**src/rtl/muxdiv_clk_pkg.sv**
```systemverilog
package muxdiv_clk_pkg;
  localparam int NSRC      = 4;
  localparam int SEL_W     = 2;
  localparam int PRE_W     = 5;
  localparam int POST_W    = 2;
  localparam int SEL_LSB   = 16;
  localparam int PRE_LSB   = 8;
  localparam int POST_LSB  = 4;
  localparam int PRE_SRC   = 3;
  localparam int RATIO_W   = PRE_W + POST_W + 1;
  localparam int GAP_CYC   = 2;
  localparam logic [31:0] FIELD_MASK =
    ({{(32-SEL_W){1'b0}}, {SEL_W{1'b1}}} << SEL_LSB) |
    ({{(32-PRE_W){1'b0}}, {PRE_W{1'b1}}} << PRE_LSB) |
    ({{(32-POST_W){1'b0}}, {POST_W{1'b1}}} << POST_LSB);

  typedef struct packed {
    logic               gate;
    logic               restart;
    logic [SEL_W-1:0]   sel;
    logic [RATIO_W-1:0] ratio;
  } strobe_t;
endpackage

```
**src/rtl/muxdiv_clk_ctrl.sv**
```systemverilog
module muxdiv_clk_ctrl
  import muxdiv_clk_pkg::*;
(
  input  logic        clk,
  input  logic        rstN,
  input  logic        wrEn,
  input  logic [3:0]  wrBe,
  input  logic [31:0] wrData,
  output logic [31:0] rdData,
  input  logic        outLvl,
  output strobe_t     stb
);
  localparam int GAP_W = $clog2(GAP_CYC + 1);

  logic [SEL_W-1:0]  selR, activeSel;
  logic [PRE_W-1:0]  preR;
  logic [POST_W-1:0] postR;
  logic              inGap;
  logic [GAP_W-1:0]  gapCnt;
  logic              wantSwap;
  logic [RATIO_W-1:0] preF, postF;
  logic              unusedWr;

  assign unusedWr = ^{wrBe[3], wrData[31:SEL_LSB+SEL_W], wrData[SEL_LSB-1:PRE_LSB+PRE_W],
                      wrData[PRE_LSB-1:POST_LSB+POST_W], wrData[POST_LSB-1:0]};

  // register with byte-lane enables
  always_ff @(posedge clk or negedge rstN) begin
    if (!rstN) begin
      selR  <= '0;
      preR  <= '0;
      postR <= '0;
    end else if (wrEn) begin
      if (wrBe[SEL_LSB/8])  selR  <= wrData[SEL_LSB +: SEL_W];
      if (wrBe[PRE_LSB/8])  preR  <= wrData[PRE_LSB +: PRE_W];
      if (wrBe[POST_LSB/8]) postR <= wrData[POST_LSB +: POST_W];
    end
  end

  always_comb begin
    rdData = '0;
    rdData[SEL_LSB +: SEL_W]   = selR;
    rdData[PRE_LSB +: PRE_W]   = preR;
    rdData[POST_LSB +: POST_W] = postR;
  end

  // source handover
  assign wantSwap = (selR != activeSel) && !outLvl;

  always_ff @(posedge clk or negedge rstN) begin
    if (!rstN) begin
      activeSel <= '0;
      inGap     <= 1'b0;
      gapCnt    <= '0;
    end else if (!inGap) begin
      if (wantSwap) begin
        inGap  <= 1'b1;
        gapCnt <= '0;
      end
    end else if (gapCnt == GAP_W'(GAP_CYC - 1)) begin
      inGap     <= 1'b0;
      activeSel <= selR;
    end else begin
      gapCnt <= gapCnt + 1'b1;
    end
  end

  assign preF  = (activeSel == SEL_W'(PRE_SRC)) ? RATIO_W'(preR) + 1'b1 : RATIO_W'(1);
  assign postF = RATIO_W'(postR) + 1'b1;

  always_comb begin
    stb.gate    = inGap || wantSwap;
    stb.restart = inGap && (gapCnt == GAP_W'(GAP_CYC - 1));
    stb.sel     = activeSel;
    stb.ratio   = RATIO_W'(preF * postF);
  end
endmodule

```
**src/rtl/muxdiv_clk_path.sv**
```systemverilog
module muxdiv_clk_path
  import muxdiv_clk_pkg::*;
(
  input  logic            clk,
  input  logic            rstN,
  input  logic [NSRC-1:0] srcLvl,
  input  strobe_t         stb,
  output logic [NSRC-1:0] srcRise,
  output logic            clkOut
);
  logic [NSRC-1:0]    syncA, syncB, prevB, srcFall;
  logic [RATIO_W-1:0] cnt, nAct;
  logic [RATIO_W:0]   hiLen, nxtCnt;

  for (genvar g = 0; g < NSRC; g++) begin : g_sync
    always_ff @(posedge clk or negedge rstN) begin
      if (!rstN) begin
        syncA[g] <= 1'b0;
        syncB[g] <= 1'b0;
        prevB[g] <= 1'b0;
      end else begin
        syncA[g] <= srcLvl[g];
        syncB[g] <= syncA[g];
        prevB[g] <= syncB[g];
      end
    end
    assign srcRise[g] = syncB[g] & ~prevB[g];
    assign srcFall[g] = ~syncB[g] & prevB[g];
  end

  assign hiLen  = ({1'b0, nAct} + 1'b1) >> 1;
  assign nxtCnt = {1'b0, cnt} + 1'b1;

  always_ff @(posedge clk or negedge rstN) begin
    if (!rstN) begin
      cnt    <= '0;
      nAct   <= RATIO_W'(1);
      clkOut <= 1'b0;
    end else if (stb.restart) begin
      cnt    <= '0;
      nAct   <= RATIO_W'(1);
      clkOut <= 1'b0;
    end else if (!stb.gate) begin
      if (srcRise[stb.sel]) begin
        if (nxtCnt == {1'b0, nAct}) begin
          cnt    <= '0;
          nAct   <= stb.ratio;
          clkOut <= 1'b1;
        end else begin
          cnt    <= nxtCnt[RATIO_W-1:0];
          clkOut <= (nxtCnt < hiLen);
        end
      end else if (srcFall[stb.sel] && nAct == RATIO_W'(1)) begin
        clkOut <= 1'b0;
      end
    end
  end
endmodule

```
**src/rtl/muxdiv_clk.sv**
```systemverilog
module muxdiv_clk
  import muxdiv_clk_pkg::*;
(
  input  logic        clk,
  input  logic        rstN,
  input  logic        wrEn,
  input  logic [3:0]  wrBe,
  input  logic [31:0] wrData,
  output logic [31:0] rdData,
  input  logic [3:0]  srcLvl,
  output logic        clkOut
);
  strobe_t         stb;
  logic [NSRC-1:0] srcRise;

  muxdiv_clk_ctrl u_ctrl (
    .clk(clk), .rstN(rstN), .wrEn(wrEn), .wrBe(wrBe), .wrData(wrData),
    .rdData(rdData), .outLvl(clkOut), .stb(stb)
  );

  muxdiv_clk_path u_path (
    .clk(clk), .rstN(rstN), .srcLvl(srcLvl), .stb(stb),
    .srcRise(srcRise), .clkOut(clkOut)
  );
endmodule

```
**config.mk**
```make
export PLATFORM = sky130hd
export DESIGN_NAME = muxdiv_clk
export DESIGN_NICKNAME = d
export VERILOG_FILES = /design/src/rtl/muxdiv_clk_pkg.sv /design/src/rtl/muxdiv_clk_ctrl.sv /design/src/rtl/muxdiv_clk_path.sv /design/src/rtl/muxdiv_clk.sv
export SDC_FILE = /design/constraint.sdc
export NUM_CORES = 1
export LEC_CHECK = 0
export ABC_CLOCK_PERIOD_IN_PS = 4000
export BUFFER_PORTS_ARGS = -buffer_cell sky130_fd_sc_hd__buf_4
export CAP_MARGIN = 5
export CORE_AREA = 2 2 94 96
export DETAILED_ROUTE_END_ITERATION = 10
export DIE_AREA = 0 0 96 98
export MAX_ROUTING_LAYER = met4
export SETUP_SLACK_MARGIN = 0.02
export SLEW_MARGIN = 15
export SYNTH_ARGS = -nofsm -noshare
export SYNTH_HDL_FRONTEND = slang
export SYNTH_HIERARCHICAL = 1
export SYNTH_SLANG_ARGS = --single-unit
```
**constraint.sdc**
```tcl
create_clock -name clk -period 4 [get_ports clk]
set_input_delay 0.8 -clock clk [delete_from_list [all_inputs] [get_ports clk]]
set_output_delay 0.8 -clock clk [all_outputs]
set_load 0.005 [all_outputs]
```
== After elaboration in Yosys (flattened, before gate mapping) ==
Cells that the tools add are included.
Storage, ports and cells
  output and inout port bits: 33
  register bits after elaboration: 43
  logic and storage cells: 93
Operators by class
  multipliers: 1
  reductions and logical operators: 17
  magnitude comparators: 2
  bitwise gates (word level): 16
  $add $sub $neg: 5
  equal/unequal tests: 7
  mux-type cells: 24
Operator list (count)
  $mux 8: 9
  $add 8x1->9 const B: 2
  $reduce_and 2->1: 7
  $mux 1: 10
  $eq 9x8->1: 1
  $lt 9x8->1: 1
  $and 1x1->1: 8
  $eq 8x1->1 const B: 1
  $mul 8x8->8: 1
  $not 1->1: 8
  $add 5x1->6 const B: 1
  $mux 2: 3
  $reduce_bool 2->1: 3
  $bmux 1 s2: 2
  $ne 2x2->1 const B: 2
  $add 2x1->3 const B: 1
  $logic_and 1x1->1: 3
  $lt 2x3->1 const B: 1
  $reduce_and 3->1: 1
  $reduce_bool 3->1: 1
  $add 2x1->2 const B: 1
  $eq 2x1->1 const B: 1
  $eq 2x2->1 const B: 1
  $ne 2x2->1: 1
  2 further kinds: 2

== Depth between registers and ports, before layout ==
  word-level depth: 9
  gate-level depth with buffers: 14
  mapped depth without buffers: 14

== Cells and area by module ==
The synthesis kept the hierarchy.
By module, submodules not included
  muxdiv_clk_path: area each 2011.9 µm², instances 1, cells an instance 204, seq. area each 726.9 µm²
  muxdiv_clk_ctrl: area each 1295.0 µm², instances 1, cells an instance 138, seq. area each 350.3 µm²

== Worst setup path after synthesis ==
OpenSTA, ideal clock, no wires.
  kind: register to register
  start: register u_ctrl.preR[0]
  end: register u_path.nAct[6]
  path buffers: 0
  period minus slack after synthesis: 3.041 ns
  stages on the path, launching flop included: 13
  path slack: 0.959 ns
  required time: 3.921 ns
  data arrival time: 2.962 ns
  cell sequence: dfrtp_1 > ha_1 > xnor2_1 > or3_2 > fa_1 > inv_1 > ha_1 > fa_1 > a21o_1 > a21oi_1 > xnor2_1 > nand2_1 > mux2i_1
RTL lines
  start: declaration: RTL line muxdiv_clk_ctrl.sv:16  | logic [PRE_W-1:0] preR;
  start signal: assignment: RTL line muxdiv_clk_ctrl.sv:35  | if (wrBe[PRE_LSB/8]) preR <= wrData[PRE_LSB +: PRE_W];
  end signal: assignment: RTL line muxdiv_clk_path.sv:47  | nAct <= stb.ratio;
  end: declaration: RTL line muxdiv_clk_path.sv:12  | logic [RATIO_W-1:0] cnt, nAct;

==> summary.md <==
| Metric | Value |
|---|---|
| Setup_tns | 0 ps |
| CP Max Fanout | 7 |
| DRC viols | 0 |
| Synth unique cells | between 60 and 70 |
| Core area | roughly 8500 µm² |
| Hold slack | ~350 ps |
| # setup viols final | 0 |
| CTS Sinks | 43 |
| Ratio of cells with drive above 1 in the final layout | 18.33% |
| Port bufs | 28 |
| Via/cell ratio | between 4 and 5 |
| Clock buffer count from CTS | 5 |
| Nets@finish | between 400 and 500 |
| Clk buf depth | 2 |
| Slew HR | a little under three fifths |
| Io pins | 76 |
| Final worst path period share | 81.15% |
| HPWL Detailed | 4480 µm |
| DRT iter0 DRCs | 84 |
| Chip Height | 98 µm |
| Status | completed |
| R2r worst-path depth | 12 |
| HP Class | flop to flop |
| # rows | 34 |
| Setup CP Type | flop to flop |
| Pwr dens | between 400 and 500 nW/µm² |
| Syn. warnings | 6 |
| Worst path cell trace | ha_1 > xnor2_1 > or3_2 > fa_1 > inv_1 > ha_1 > fa_1 > a21o_1 > a21oi_1 > xnor2_1 > nand2_1 > mux2i_1 |
| WP data arrival | approximately 3500 ps |
| GR Overflow Total | 0 |
| Root Buffer | clkbuf_8 |
| Slowest stage delay, CP | 480 ps |
| Wirelength, routed | between 5000 and 6000 µm |
| Global-route wire length before repair | roughly 11,000 µm |
| Synthesized cell area | 3307 µm² |
| Worst-margin pin slew | 670.8 ps |
| Leak | approximately 1.6 nW |
| Antenna violations before repair | 0 |
| Final clock skew | between 6 and 7 ps |
| PostCTS Resize Cnt | 0 |
| Post-layout util | around two fifths |
| CTS tree | done |
| WL per Instance | between 10 and 15 µm |
| Max VDD drop | between 200 and 250 µV |
| Final slew viol count | 0 |
| Reg-to-reg slack, setup | ~750 ps |
| Mean area per synthesized cell | approximately 9.7 µm² |
| Worst setup EP type | flop |
| Predominant post-synthesis flop cell | dfrtp_1 |
| Startpoint Class | flop |
| Final Power | ~1.7 mW |
| Initial Util | between 30 and 40% |
| H-tree depth | 2 |
| EDFF count, synth | 0 |
| Gate count after technology mapping | around 340 |
| DP Cell Count | 460 |
| Async SR Flop Fraction | 100.0% |
| Pre-Repair DR Iteration Count | 4 |
| Worst slack at placement | about 770 ps |
| Fillers | between 800 and 900 |
| RePlAce Congestion | 0.8089 |
| CTS Hold Bufs | 0 |
| Die Area | 9408 µm² |
| Fin crit period | 3246 ps |
| RSZ-0062 raised after global routing | false |
| Reg clk slew, reported paths | ~90 ps |
| Worst skew pair latency | approximately 310 ps |
| Die W | around 96 µm |
| Setup ws final | around 750 ps |
| Fin cells | 468 |
| N_diodes | 0 |
| Largest net degree at the start of global routing | between 40 and 50 |
| Synth Register Bits | 43 |
| Fmax | 0.3081 GHz |
| Tot GR Track Use | between 10% and 20% |
| Seq/Total Area, Yosys | around a third |
| Placed inst area | around 3400 µm² |
| Post-CTS setup buffer count | 0 |
| Vias in the first global route | around 2,300 |
| Vias | approximately 2,300 |
| Design area | roughly 3500 µm² |
| WHS Path Cells | 0 |
| DRT antenna net count | 0 |
| Max stage delay cell, worst path | fa_1 |
| Final hold viol count | 0 |
| Data required, critical path | 4240 ps |
| Synth-to-Final Area Change | 6.356% |
| Max-capacitance violation count | 0 |
area by class of cell:
class	instances	area (µm²)	area share, %
Clock buffer	5	68.82	1.957
Clock inverter	3	47.55	1.352
Inverter	19	73.82	2.099
Multi-Input combinational cell	262	1904	54.14
Sequential cell	43	1077	30.63
Tap cell	108	135.1	3.842
Timing Repair Buffer	28	210.2	5.977
cell families (layout without fill, tap and decap cells):
group                      Yosys count  in the layout  share of synthesized area, %
DFF                                 43             43                         32.58
muxes                               20             20                         6.848
adders and majority gates           26             26                         10.90
buffers and inverters               59             55                         12.33
AOI/OAI and AO/OA                   48             48                         9.876
other                                1             23                        0.1134
xor gates and xnor gates            29             29                         8.248
and+or+nand+nor                    116            116                         19.11
synth_stat cells, types with 3 or more instances:
master / count / area [µm²]
a211oi_1: 3 / 22.52
a21o_1: 4 / 30.03
a21oi_1: 13 / 65.06
and2_1: 5 / 31.28
buf_2: 3 / 15.01
buf_4: 23 / 172.7
buf_6: 6 / 67.56
clkbuf_8: 4 / 55.05
dfrtp_1: 42 / 1051
fa_1: 5 / 100.1
ha_1: 20 / 250.2
inv_1: 18 / 67.56
mux2_2: 11 / 123.9
mux2i_1: 8 / 80.08
nand2_1: 45 / 168.9
nand2b_1: 3 / 18.77
nand3_1: 9 / 45.04
nor2_1: 12 / 45.04
nor2b_1: 7 / 43.79
nor3_1: 4 / 20.02
nor3b_1: 6 / 45.04
o21ai_0: 8 / 40.04
o32ai_1: 8 / 70.07
or3_1: 3 / 18.77
or3_2: 3 / 22.52
xnor2_1: 17 / 148.9
xor2_1: 11 / 96.34
worst paths after layout:
path                              endpoint       startpoint
min reg2reg                u_path/syncB[1]  u_path/syncA[1]
max in group asynchronous   u_path/nAct[0]             rstN
min in group asynchronous   u_ctrl/preR[2]             rstN
max                         u_path/nAct[6]   u_ctrl/preR[0]
max reg2reg                 u_path/nAct[6]   u_ctrl/preR[0]
min                        u_path/syncB[1]  u_path/syncA[1]
registers in the layout (all words and copies together) (netlist names):
name and flops:
u_path/cnt 8, u_ctrl/selR 2, u_path/syncB 4, u_path/nAct 8
u_path/clkOut 1, u_path/syncA 4, u_ctrl/inGap 1, u_ctrl/preR 5
u_path/prevB 4, u_ctrl/activeSel 2, u_ctrl/postR 2, u_ctrl/gapCnt 2
where the power goes:
part	leakage, nW	total, mW	switching (mW)	internal [mW]
registers	0.538	0.605	0.101	0.504
logic	0.961	0.714	0.401	0.314
clock network	0.0587	0.354	0.164	0.189
cells in the final DEF, fill, tap and decap left out, drive strengths merged, types with 13 or more instances in the layout:
cell and instances:
nand2 46, dfrtp 42, buf 28, conb 23
ha 20, inv 20, xnor2 18, a21oi 13
nor2 13
routing by layer:
metal	up-vias	track usage [%]	wire length, µm	share of wire (%)
met5	-	-	0	0
met4	0	4.725	86	1.5
met3	8	2.315	303	5.1
met2	64	21.63	2710	46
met1	1054	19.51	2808	48
li1	1158	-	-	-
critical path, delay by kind of cell, from the launching register on:
| family | cells | cell delay, ps |
|---|---|---|
| DFF | 1 | 460 |
| buffers and inverters | 1 | 40 |
| and+or+nand+nor | 2 | 500 |
| AOI/OAI and AO/OA | 2 | 370 |
| xor gates and xnor gates | 2 | 270 |
| muxes | 1 | 150 |
| adders and majority gates | 4 | 1390 |
Note: power is estimated with default switching activity, not from simulation.
